[src/rtl/rfs_pkg.sv]
package rfs_pkg;
    typedef enum logic [1:0] {
        RFK_STROBE  = 2'b00,
        RFK_ROWONLY = 2'b01,
        RFK_HIDDEN  = 2'b10
    } rf_kind_e;
endpackage

[src/rtl/rfs_interval_timer.sv]
module rfs_interval_timer #(
    parameter int INTERVAL_CYC = 1560
) (
    input  logic clk,
    input  logic rst_n,
    output logic tick
);
    localparam int CNT_W = (INTERVAL_CYC > 2) ? $clog2(INTERVAL_CYC) : 1;
    localparam logic [CNT_W-1:0] LAST = CNT_W'(INTERVAL_CYC - 1);

    typedef struct packed {
        logic [CNT_W-1:0] cnt;
    } tmr_t;

    tmr_t st_d, st_q;

    always_comb begin
        st_d = st_q;
        tick = (st_q.cnt == LAST);
        if (tick) st_d.cnt = '0;
        else      st_d.cnt = st_q.cnt + 1'b1;
    end

    always_ff @(posedge clk) begin
        if (!rst_n) st_q <= '0;
        else        st_q <= st_d;
    end


    tick_restart_chk: assert property (@(posedge clk) disable iff (!rst_n)
        tick |=> !tick);
endmodule

[src/rtl/rfs_pending_ctr.sv]
module rfs_pending_ctr #(
    parameter int MAX_PEND = 4
) (
    input  logic clk,
    input  logic rst_n,
    input  logic tick,
    input  logic take,
    output logic pend_nz,
    output logic pend_full
);
    localparam int PW = $clog2(MAX_PEND + 1);
    localparam logic [PW-1:0] FULL = PW'(MAX_PEND);

    typedef struct packed {
        logic [PW-1:0] pend;
    } pend_t;

    pend_t st_d, st_q;

    always_comb begin
        st_d = st_q;
        case ({tick, take})
            2'b10: if (st_q.pend != FULL) st_d.pend = st_q.pend + 1'b1;
            2'b01: if (st_q.pend != '0)   st_d.pend = st_q.pend - 1'b1;
            default: ;
        endcase
        pend_nz   = (st_q.pend != '0);
        pend_full = (st_q.pend == FULL);
    end

    always_ff @(posedge clk) begin
        if (!rst_n) st_q <= '0;
        else        st_q <= st_d;
    end


    tick_adds_chk: assert property (@(posedge clk) disable iff (!rst_n)
        (tick && !take && !pend_full) |=> ((st_q.pend - $past(st_q.pend)) == PW'(1)));

    no_overflow_chk: assert property (@(posedge clk) disable iff (!rst_n)
        (tick && !take && pend_full) |=> pend_full);

    tick_take_hold_chk: assert property (@(posedge clk) disable iff (!rst_n)
        (tick && take) |=> $stable(st_q.pend));
endmodule

[src/rtl/rfs_row_ctr.sv]
module rfs_row_ctr #(
    parameter int ROW_W = 11
) (
    input  logic             clk,
    input  logic             rst_n,
    input  logic             adv,
    output logic [ROW_W-1:0] row
);
    typedef struct packed {
        logic [ROW_W-1:0] row;
    } row_t;

    row_t st_d, st_q;

    always_comb begin
        st_d = st_q;
        if (adv) st_d.row = st_q.row + 1'b1;
        row = st_q.row;
    end

    always_ff @(posedge clk) begin
        if (!rst_n) st_q <= '0;
        else        st_q <= st_d;
    end


    row_step_chk: assert property (@(posedge clk) disable iff (!rst_n)
        adv |=> ((row - $past(row)) == ROW_W'(1)));

    row_hold_chk: assert property (@(posedge clk) disable iff (!rst_n)
        !adv |=> $stable(row));
endmodule

[src/rtl/refresh_sched.sv]
module refresh_sched
    import rfs_pkg::*;
#(
    parameter int INTERVAL_CYC = 1560,
    parameter int MAX_PEND     = 4,
    parameter int ROW_W        = 11
) (
    input  logic             clk,
    input  logic             rst_n,
    input  logic             mode_ras_only,
    input  logic             ref_gnt,
    input  logic             rd_done,
    input  logic             ref_done,
    output logic             ref_req,
    output logic             ref_urgent,
    output logic             ref_issue,
    output logic [1:0]       ref_kind,
    output logic [ROW_W-1:0] ref_row
);
    typedef struct packed {
        logic busy;
        logic row_style;
    } ctl_t;

    ctl_t     st_d, st_q;
    logic     tick, pend_nz, pend_full, hidden_ok, can_go, row_adv;
    rf_kind_e kind;

    rfs_interval_timer #(.INTERVAL_CYC(INTERVAL_CYC)) u_tmr (
        .clk(clk), .rst_n(rst_n), .tick(tick));

    rfs_pending_ctr #(.MAX_PEND(MAX_PEND)) u_pend (
        .clk(clk), .rst_n(rst_n), .tick(tick), .take(ref_issue),
        .pend_nz(pend_nz), .pend_full(pend_full));

    rfs_row_ctr #(.ROW_W(ROW_W)) u_row (
        .clk(clk), .rst_n(rst_n), .adv(row_adv), .row(ref_row));

    always_comb begin
        st_d      = st_q;
        hidden_ok = !mode_ras_only && rd_done;
        can_go    = pend_nz && !st_q.busy;
        ref_issue = can_go && (ref_gnt || hidden_ok);
        if (hidden_ok)          kind = RFK_HIDDEN;
        else if (mode_ras_only) kind = RFK_ROWONLY;
        else                    kind = RFK_STROBE;
        row_adv = st_q.busy && ref_done && st_q.row_style;
        if (ref_issue) begin
            st_d.busy      = 1'b1;
            st_d.row_style = (kind == RFK_ROWONLY);
        end else if (ref_done) begin
            st_d.busy = 1'b0;
        end
        ref_req    = can_go;
        ref_urgent = pend_full;
        ref_kind   = kind;
    end

    always_ff @(posedge clk) begin
        if (!rst_n) st_q <= '0;
        else        st_q <= st_d;
    end


    one_in_flight_chk: assert property (@(posedge clk) disable iff (!rst_n)
        ref_issue |=> (!ref_req && !ref_issue));

    row_kind_chk: assert property (@(posedge clk) disable iff (!rst_n)
        (ref_issue && mode_ras_only) |-> (ref_kind == RFK_ROWONLY));

    hidden_kind_chk: assert property (@(posedge clk) disable iff (!rst_n)
        (ref_issue && !mode_ras_only && rd_done) |-> (ref_kind == RFK_HIDDEN));

    urgent_owed_chk: assert property (@(posedge clk) disable iff (!rst_n)
        ref_urgent |-> (ref_req || st_q.busy));
endmodule

[config.mk]
export PLATFORM = sky130hd
export DESIGN_NAME = refresh_sched
export DESIGN_NICKNAME = d
export VERILOG_FILES = /design/src/rtl/rfs_pkg.sv /design/src/rtl/rfs_interval_timer.sv /design/src/rtl/rfs_pending_ctr.sv /design/src/rtl/rfs_row_ctr.sv /design/src/rtl/refresh_sched.sv
export SDC_FILE = /design/constraint.sdc
export NUM_CORES = 1
export LEC_CHECK = 0
export BUFFER_PORTS_ARGS = -buffer_cell sky130_fd_sc_hd__buf_4
export CORE_MARGIN = 2
export CORE_UTILIZATION = 49
export CTS_CLUSTER_DIAMETER = 40
export DETAILED_ROUTE_END_ITERATION = 7
export PLACE_DENSITY = 0.71
export SLEW_MARGIN = 40
export SYNTH_ARGS = -nofsm -noshare
export SYNTH_HDL_FRONTEND = slang
export SYNTH_SLANG_ARGS = --single-unit
[constraint.sdc]
create_clock -name clk -period 2.2 [get_ports clk]
set_input_delay 0.66 -clock clk [delete_from_list [all_inputs] [get_ports clk]]
set_output_delay 0.66 -clock clk [all_outputs]
set_load 0.005 [all_outputs]
After elaboration in Yosys (flattened, before gate mapping)
Index checks and enable logic that the tools add are counted.

operators by class
  bitwise operators = 1
  $add $sub $neg = 4
  multiplexer cells = 7
  reductions and logical operators = 13
  eq/ne operators = 8

operators with widths
  operator               count
  $add 11x1->11 const B  2
  $eq 11x11->1 const B   1
  $mux 3                 2
  $pmux 3 s2             1
  $logic_and 1x1->1      5
  $eq 2x1->1 const B     2
  $reduce_bool 2->1      2
  $add 3x1->3 const B    1
  $eq 3x3->1 const B     1
  $mux 1                 3
  $ne 3x3->1 const B     1
  $reduce_and 3->1       1
  $reduce_bool 3->1      1
  $sub 3x1->3 const B    1
  $eq 2x2->1 const B     1
  $logic_not 1->1        2
  $mux 2                 1
  $ne 2x1->1 const B     1
  $ne 2x2->1 const B     1
  $reduce_or 2->1        1
  $logic_or 1x1->1       1
  $not 1->1              1

word-level totals
  output and inout port bits = 16
  input bits = 6
  logic and storage cells = 38
  bits in registers = 27

Longest topological paths before layout
Gate-level depths: netlist (run 1).

  word-level depth = 7
  gate-level depth with buffers = 7
  mapped depth without buffers = 7

Modules after synthesis
Synthesis (run 1) repeated with hierarchy kept, for this count alone.

second synthesis, totals
  cells, all modules = 149
  area, all modules = 1,370.1 sq um

by module, submodules not included
  module              cells an instance  seq. area each (sq um)  times used  area each (sq um)
  rfs_interval_timer  55                 220.2                   1           515.5
  rfs_row_ctr         55                 220.2                   1           511.7
  rfs_pending_ctr     23                 60.1                    1           210.2
  refresh_sched       16                 40.0                    1           132.6

Least setup slack after synthesis (run 1)
No wires, ideal clock.

  path type = input -> register
  start = input mode_ras_only
  end = register u_pend.st_q[2] (netlist name)
  stages on the path = 7
  slack = -0.174 ns
  arrival = 2.258 ns
  setup time = 0.116 ns
  path through = nand2b_1 > a211oi_4 > nand2_1 > fa_1 > nor4_1 > o21ai_0 > and3b_1

between the ends
  longest elaborated chain between the ends = 7
  elaborated cells between the ends (all ways) = 11
  classes of those cells = eq/ne (4); mux (1); reduce/logical (6)

ends and longest elaborated chain
  element                                             line                   source
  start, declared                                     refresh_sched.sv:10    input logic mode_ras_only,
  $logic_not 1->1 (*)                                 refresh_sched.sv:41    hidden_ok = !mode_ras_only && rd_done;
  $logic_and 1x1->1 (*)                               refresh_sched.sv:41
  $logic_or 1x1->1 (*)                                refresh_sched.sv:43    ref_issue = can_go && (ref_gnt || hidden_ok);
  $logic_and 1x1->1 (*)                               refresh_sched.sv:43
  via ref_issue                                       refresh_sched.sv:16    output logic ref_issue,
  $eq 2x2->1 / $eq 2x1->1 (equally long branches)     rfs_pending_ctr.sv:22  case ({tick, take})
  $ne 2x1->1 (no line), or another cell as far along  --
  $reduce_and 3->1 (no line)                          --
  end signal, assigned                                rfs_pending_ctr.sv:33  else st_q <= st_d;
  end, declared                                       rfs_pending_ctr.sv:18  pend_t st_d, st_q;

Mark *: on every way through the listed nets, which the timed path passes. The rest lies on a longest branch.
A chain may end at the register's enable or synchronous reset.

Final worst setup path (run 1)
  start = input mode_ras_only
  end = output ref_issue

between the ends
  longest elaborated chain between the ends = 4

ends and longest elaborated chain
  element            line
  $logic_not 1->1    refresh_sched.sv:41
  $logic_and 1x1->1  refresh_sched.sv:41
  $logic_or 1x1->1   refresh_sched.sv:43
  $logic_and 1x1->1  refresh_sched.sv:43
  end, declared      refresh_sched.sv:16

No other way between the ends.

==> impl_metrics.yaml, run 1 <==
logic_synthesis:
  ys_seq_area_share_pct: 42.9
  synth_nets: 145
  syn-cell-area_mm2: 0.00126
  yosys.area_share.xor_xnor_pct: 11.8
  synthFlopType: "dfxtp_1"
  synth_edf_count: 0
  synthMuxAreaShare_pct: 2.38
  ys_types: 31
  yosysWarnings: 0
  yosys-top-cells-area: "dfxtp_1 43%, xnor2_1 7.6%, and3_1 4.5%"
  synth_fa_ha_area_share_pct: 3.57
  syn-instance-count: 136
  synth_top_family_by_area: "simple AND/OR/NAND/NOR gates"
  synth_common_cells: "27 x dfxtp_1, 13 x nor2_1, 12 x nand2_1, 11 x xnor2_1, 9 x and3_1"
  netlist.area_leader.share_pct: 42.9
  synthSimpleGateAreaFrac_pct: 30.3
  synth.most_common_cell: "dfxtp_1"
  ys_ff_latch: 27
  synth_top_cell_by_area: "dfxtp_1"
  synth-async-reset-ratio_pct: 0
  syn_area_per_cell_um2: 9.26
  synth_compound_area_share_pct: 5.96
clocking:
  numCtsBuffers: 3
  insertion_delay_ps: 320
  path_clk_slew_ps: 140
  htreeDepth: 1
  cts_tree: "yes"
  cts_max_path_buffers: 2
  cts_sinks: 27
  cts_root_buffer: "clkbuf_4"
grt:
  grt_pass1_vias: 864
  met1_usage_pct: 21.0
  use_met3_pct: 2.46
  grt_pass1_wl_mm: 3.63
  grt_max_degree: 20
  gr-total-overflow: 0
  met2_usage_pct: 28.2
  busiest_layer: "met2"
  antenna_found_initial: 0
  grt_use_total_pct: 16.8
worst_setup_path:
  cp.required_ps: 1540
  reg2reg_to: "u_pend.st_q[2]$_SDFFE_PN0P_"
  path_class: "in -> out"
  worstPathCellList: "buf_4 -> nand2b_4 -> a211oi_4 -> buf_4 -> buf_4"
  critPathLaunchType: "input pin"
  cp_top_family: "buffers and inverters"
  r2r_setup_slack_ps: 250
  reg2reg_from: "u_tmr.st_q[5]$_SDFF_PP0_"
  crit_path_frequent_cell: "buf_4"
  worst-path-buf-inv: 3
  critPathCaptureType: "output port"
  cpPeakStageDelay_ps: 200
  cp_max_fo: 6
  crit_arrival_ps: 1420
  reg2reg_depth: 7
  cp_slowest_cell: "a211oi_4"
placement:
  dp_hpwl_mm: 1.68
  place_area_mm2: 0.00147
  io_buffers: 21
  gp_congestion: 0.739
finish:
  layout.nets: 169
  diodes: 0
  drive_gt1_share_pct: 23.3
  fill_cells: 210
  syn2layout_area_growth_pct: 19.3
  final_area_mm2: 0.00150
die:
  die_width_um: 54.7
  core_area_mm2: 0.00245
  fp.dieArea_mm2: 0.00299
  io_pins: 22
  rows: 18
  die_h_um: 54.7
  initial_utilization_pct: 51.3
drt:
  drt_pass1_iterations: 2
  drt_iter0_drc: 6
  ant_nets: 0
  routed_via_density: 5.14
  wl_mm: 2.25
  wl_per_cell_um: 11.9
  vias: 971
  drc: 0
timing:
  finalCriticalPeriod_ps: 2080
  fin_skew_ps: 3.60
  slew_viol_final: 0
  finalSetupViolCount: 0
  tightest_slew_ps: 330
  fmax_mhz: 480
  rsz0062_at_grt: "no"
  slew_headroom_pct: 78.0
  hold_violations: 0
  min_period_over_period_pct: 94.7
min_path:
  hold_class: "reg -> reg"
  hold_depth: 1
  hp-start: "u_tmr.st_q[0]$_SDFF_PP0_"
  holdPathEnd: "u_tmr.st_q[0]$_SDFF_PP0_"
pwr:
  pwr-share-seq_pct: 54.1
  clock_power_share_pct: 20.8
  p_switching_mw: 0.289
  p_int_mw: 0.732
  leakagePower_nw: 0.633
  swShare_pct: 28.4
  pwr-share-comb_pct: 25.2
  peakVddDrop_mv: 0.581
  power_density_mw_per_mm2: 679
  p_total_mw: 1.02
flow_run:
  cap_violations: 0
outcome:
  status: "completed"
[layer usage]
layer	vias to the layer above	share of wire, %
met4	0	0.89
li1	500	-
met2	12	49
met3	2	2.9
met5	-	0
met1	457	47
[state kept, by name (all words and copies together), names as in the netlist]
signal / count
u_tmr.st_q: 11
u_row.row: 11
st_q: 2
u_pend.st_q: 3
[logic make-up after synthesis]
logic type               Yosys count
flip-flops                        27
buffers and inverters              9
XOR/XNOR                          17
adder cells (fa/ha/maj)            3
AO/OA/AOI/OAI                     10
multiplexers                       3
AND/OR/NAND/NOR                   67
[stage by stage]
| stage | setup WS (ps) | setup TNS [ps] | utilization, % | hold slack [ps] | cells |
|---|---|---|---|---|---|
| 6_report | 116 | 0 | 61.2 | 485 | 189 |
| 5_1_grt | 59.8 | 0 | 61.2 | 523 | 189 |
| 4_1_cts | 26.2 | 0 | 61.0 | 488 | 189 |
| 3_5_place_dp | -26.7 | -26.7 | 59.9 | 456 | 185 |
| 3_3_place_gp | 15.2 | 0 | 59.9 | 444 | 185 |
| 2_1_floorplan | -27.2 | -27.2 | - | 426 | 136 |
[cell type report]
| class | count | area, µm² | share of cell area (%) |
|---|---|---|---|
| multi-input combinational | 100 | 702 | 46.7 |
| sequential | 27 | 541 | 36.0 |
| timing repair buffer | 24 | 180 | 12.0 |
| tap | 30 | 37.5 | 2.50 |
| clock buffer | 3 | 22.5 | 1.50 |
| inverter | 4 | 15.0 | 0.999 |
| clock inverter | 1 | 5.00 | 0.333 |
[power groups by stage]
stage	sequential, mW	combinational [mW]	clock, mW
floorplan	0.552	0.167	0
global placement	0.558	0.253	0
detailed placement	0.559	0.255	0
CTS	0.548	0.255	0.220
global route	0.559	0.288	0.237
finish	0.552	0.257	0.212
[cells in the final DEF (no fill, tap or decap), types with 4 or more instances in the layout]
cell type,Yosys,final
and3_1,9,9
nand3_1,6,6
and2_1,8,8
inv_1,4,4
nand2_1,12,12
dfxtp_1,27,27
nor2_1,13,13
xnor2_1,11,11
o21ai_0,5,5
xor2_1,6,6
buf_4,1,24
[worst max-delay path by stage]
stage                                           start                           to  slack, ps  depth (start not counted)
after floorplan                         mode_ras_only  u_pend.st_q[2]$_SDFFE_PN0P_        -30                          7
after global placement                  mode_ras_only  u_pend.st_q[2]$_SDFFE_PN0P_         20                          8
after detailed placement                mode_ras_only  u_pend.st_q[2]$_SDFFE_PN0P_        -30                          8
after CTS                 u_pend.st_q[0]$_SDFFE_PN0P_                    ref_issue         30                          4
after global routing      u_pend.st_q[0]$_SDFFE_PN0P_                    ref_issue         60                          4
final                                   mode_ras_only                    ref_issue        120                          5
[what timing repair did]
item	in CTS	in global routing
hold buffers	0	0
setup buffers	0	0
resized for setup	0	1
setup endpoints to repair	0	1
[worst register-to-register path: stages (launching register included)]
cell and delay [ps]:
dfxtp_1 440, and4bb_2 280, nand4_2 160, nand2_1 100
fa_2 370, nor4_2 260, o21ai_0 100, and3b_1 160
(Power assumes the default switching activity.)
==> inputs of run 2 (changes only) <==
--- a/config.mk
+++ b/config.mk
@@ -5,12 +5,13 @@
 export SDC_FILE = /design/constraint.sdc
 export NUM_CORES = 1
 export LEC_CHECK = 0
+export ABC_CLOCK_PERIOD_IN_PS = 2200
 export BUFFER_PORTS_ARGS = -buffer_cell sky130_fd_sc_hd__buf_4
 export CORE_MARGIN = 2
 export CORE_UTILIZATION = 49
 export CTS_CLUSTER_DIAMETER = 40
 export DETAILED_ROUTE_END_ITERATION = 7
-export PLACE_DENSITY = 0.71
+export PLACE_DENSITY_LB_ADDON = 0.08
 export SLEW_MARGIN = 40
 export SYNTH_ARGS = -nofsm -noshare
 export SYNTH_HDL_FRONTEND = slang
==> run 2 against run 1 <==
  * Clock skew is 0.61 ps lower
  * Sequential share of layout area is 0.18 points higher
  * Sequential power hardly changed
  * Non-clock buffer count is 1 lower
  * First-iteration DRC count is 67% higher
  * Clock power is 2% lower
  * Wire length is 8.9% lower
  * Global-route usage is 0.85 points lower
  * Utilization is 0.31 points lower
  * Setup slack hardly changed
==> impl_metrics.yaml, run 2 (same netlist as run 1, synthesis figures left out) <==
outcome:
  status: "completed"
worst_setup_path:
  reg2reg_depth: 7
  cpPeakStageDelay_ps: 200
  critical_path.startpoint: "mode_ras_only"
  reg2reg_from: "u_tmr.st_q[5]$_SDFF_PP0_"
  cp_top_family: "buffers and inverters"
  cp_max_fo: 6
  r2r_setup_slack_ps: 310
  worstPathCellList: "buf_4 -> nand2b_4 -> a211oi_4 -> buf_4 -> buf_4"
  crit_arrival_ps: 1420
  cp-endpoint: "ref_issue"
  path_class: "in -> out"
  reg2reg_to: "u_pend.st_q[2]$_SDFFE_PN0P_"
  worst-path-buf-inv: 3
  cp.depth: 5
  crit_path_frequent_cell: "buf_4"
  critPathLaunchType: "input pin"
  critPathCaptureType: "output port"
  cp.required_ps: 1540
  cp_slowest_cell: "a211oi_4"
timing:
  tightest_slew_ps: 327
  hold_violations: 0
  slew_viol_final: 0
  finalCriticalPeriod_ps: 2080
  rsz0062_at_grt: "no"
  slew_headroom_pct: 78.1
  finalSetupViolCount: 0
  min_period_over_period_pct: 94.7
  timing.hold.ws_ps: 485
  fmax_mhz: 480
  fin_skew_ps: 2.99
drt:
  drt_iter0_drc: 10
  wl_mm: 2.05
  vias: 956
  routed_via_density: 5.09
  drc: 0
  ant_nets: 0
  wl_per_cell_um: 10.9
  drt_pass1_iterations: 4
clocking:
  cts_max_path_buffers: 2
  numCtsBuffers: 3
  insertion_delay_ps: 320
  cts_sinks: 27
  cts_root_buffer: "clkbuf_4"
  htreeDepth: 1
  path_clk_slew_ps: 140
  postCtsSetupBuffers: 0
  cts_tree: "yes"
pwr:
  swShare_pct: 27.9
  leakagePower_nw: 0.628
  p_switching_mw: 0.283
  peakVddDrop_mv: 0.576
  clock_power_share_pct: 20.5
  power_density_mw_per_mm2: 679
  p_total_mw: 1.01
  pwr-share-comb_pct: 25.2
  p_int_mw: 0.732
  pwr-share-seq_pct: 54.3
die:
  rows: 18
  core_area_mm2: 0.00245
  die_h_um: 54.7
  fp.dieArea_mm2: 0.00299
  initial_utilization_pct: 51.3
  io_pins: 22
  die_width_um: 54.7
flow_run:
  cap_violations: 0
finish:
  diodes: 0
  final_common_cell: "dfxtp_1"
  layout.nets: 168
  syn2layout_area_growth_pct: 18.7
  drive_gt1_share_pct: 22.8
  mostFrequentLayoutCells: "27 x dfxtp_1, 23 x buf_4, 13 x nor2_1, 12 x nand2_1, 11 x xnor2_1"
  fill_cells: 220
grt:
  antenna_found_initial: 0
  gr-total-overflow: 0
  grt_pass1_wl_mm: 3.47
  grt_use_total_pct: 15.9
  grt_max_degree: 20
  grt_pass1_vias: 816
placement:
  io_buffers: 21
  dp_hpwl_mm: 1.51
  gp_congestion: 0.745
min_path:
  hold_class: "reg -> reg"
  hp-start: "u_tmr.st_q[0]$_SDFF_PP0_"
## run 2: power by group through the flow
| stage | Sequential [mW] | Clock (mW) | Combinational [mW] |
|---|---|---|---|
| 5_1_grt | 0.558 | 0.238 | 0.284 |
| 2_1_floorplan | 0.552 | 0 | 0.167 |
| 6_report | 0.552 | 0.208 | 0.255 |
| 3_5_place_dp | 0.558 | 0 | 0.256 |
| 4_1_cts | 0.548 | 0.225 | 0.257 |
| 3_3_place_gp | 0.558 | 0 | 0.249 |
## run 2: cell type report
| cell class | count | area, µm² | share of cell area [%] |
|---|---|---|---|
| Multi-Input combinational cell | 100 | 702 | 46.9 |
| Sequential cell | 27 | 541 | 36.2 |
| Timing Repair Buffer | 23 | 173 | 11.5 |
| Tap cell | 30 | 37.5 | 2.51 |
| Clock buffer | 3 | 22.5 | 1.51 |
| Inverter | 4 | 15.0 | 1.00 |
| Clock inverter | 1 | 5.00 | 0.335 |
## run 2: how the worst min path moves through the flow
stage	endpoint	slack, ps	cells after the start
after floorplan	u_tmr.st_q[0]$_SDFF_PP0_	430	1
after global placement	u_tmr.st_q[0]$_SDFF_PP0_	450	1
after detailed placement	u_tmr.st_q[0]$_SDFF_PP0_	460	1
after CTS	u_tmr.st_q[0]$_SDFF_PP0_	490	1
after global routing	u_tmr.st_q[0]$_SDFF_PP0_	520	1
final	u_tmr.st_q[0]$_SDFF_PP0_	480	1
## run 2: timing repair
action	in CTS	in global routing
resized for setup	0	1
setup endpoints to repair	0	1
hold buffers	0	0
## run 2: layer usage
metal / part of all wire (%) / GRT usage, % / vias up
met5: 0 / 0 / -
met4: 0.73 / 2.50 / 0
met3: 4.6 / 5.19 / 2
met2: 43 / 25.2 / 19
met1: 52 / 21.4 / 438
li1: - / - / 497
## run 2: metrics by stage
stage	setup slack, ps	instances	cell area [µm²]	utilization (%)	setup TNS, ps
after floorplan	-27.2	136	1280	-	-27.2
after global placement	13.9	184	1460	59.6	0
after detailed placement	-39.2	184	1460	59.6	-39.2
after CTS	27.8	188	1490	60.7	0
after global routing	51.0	188	1500	60.9	0
final	116	188	1500	60.9	0
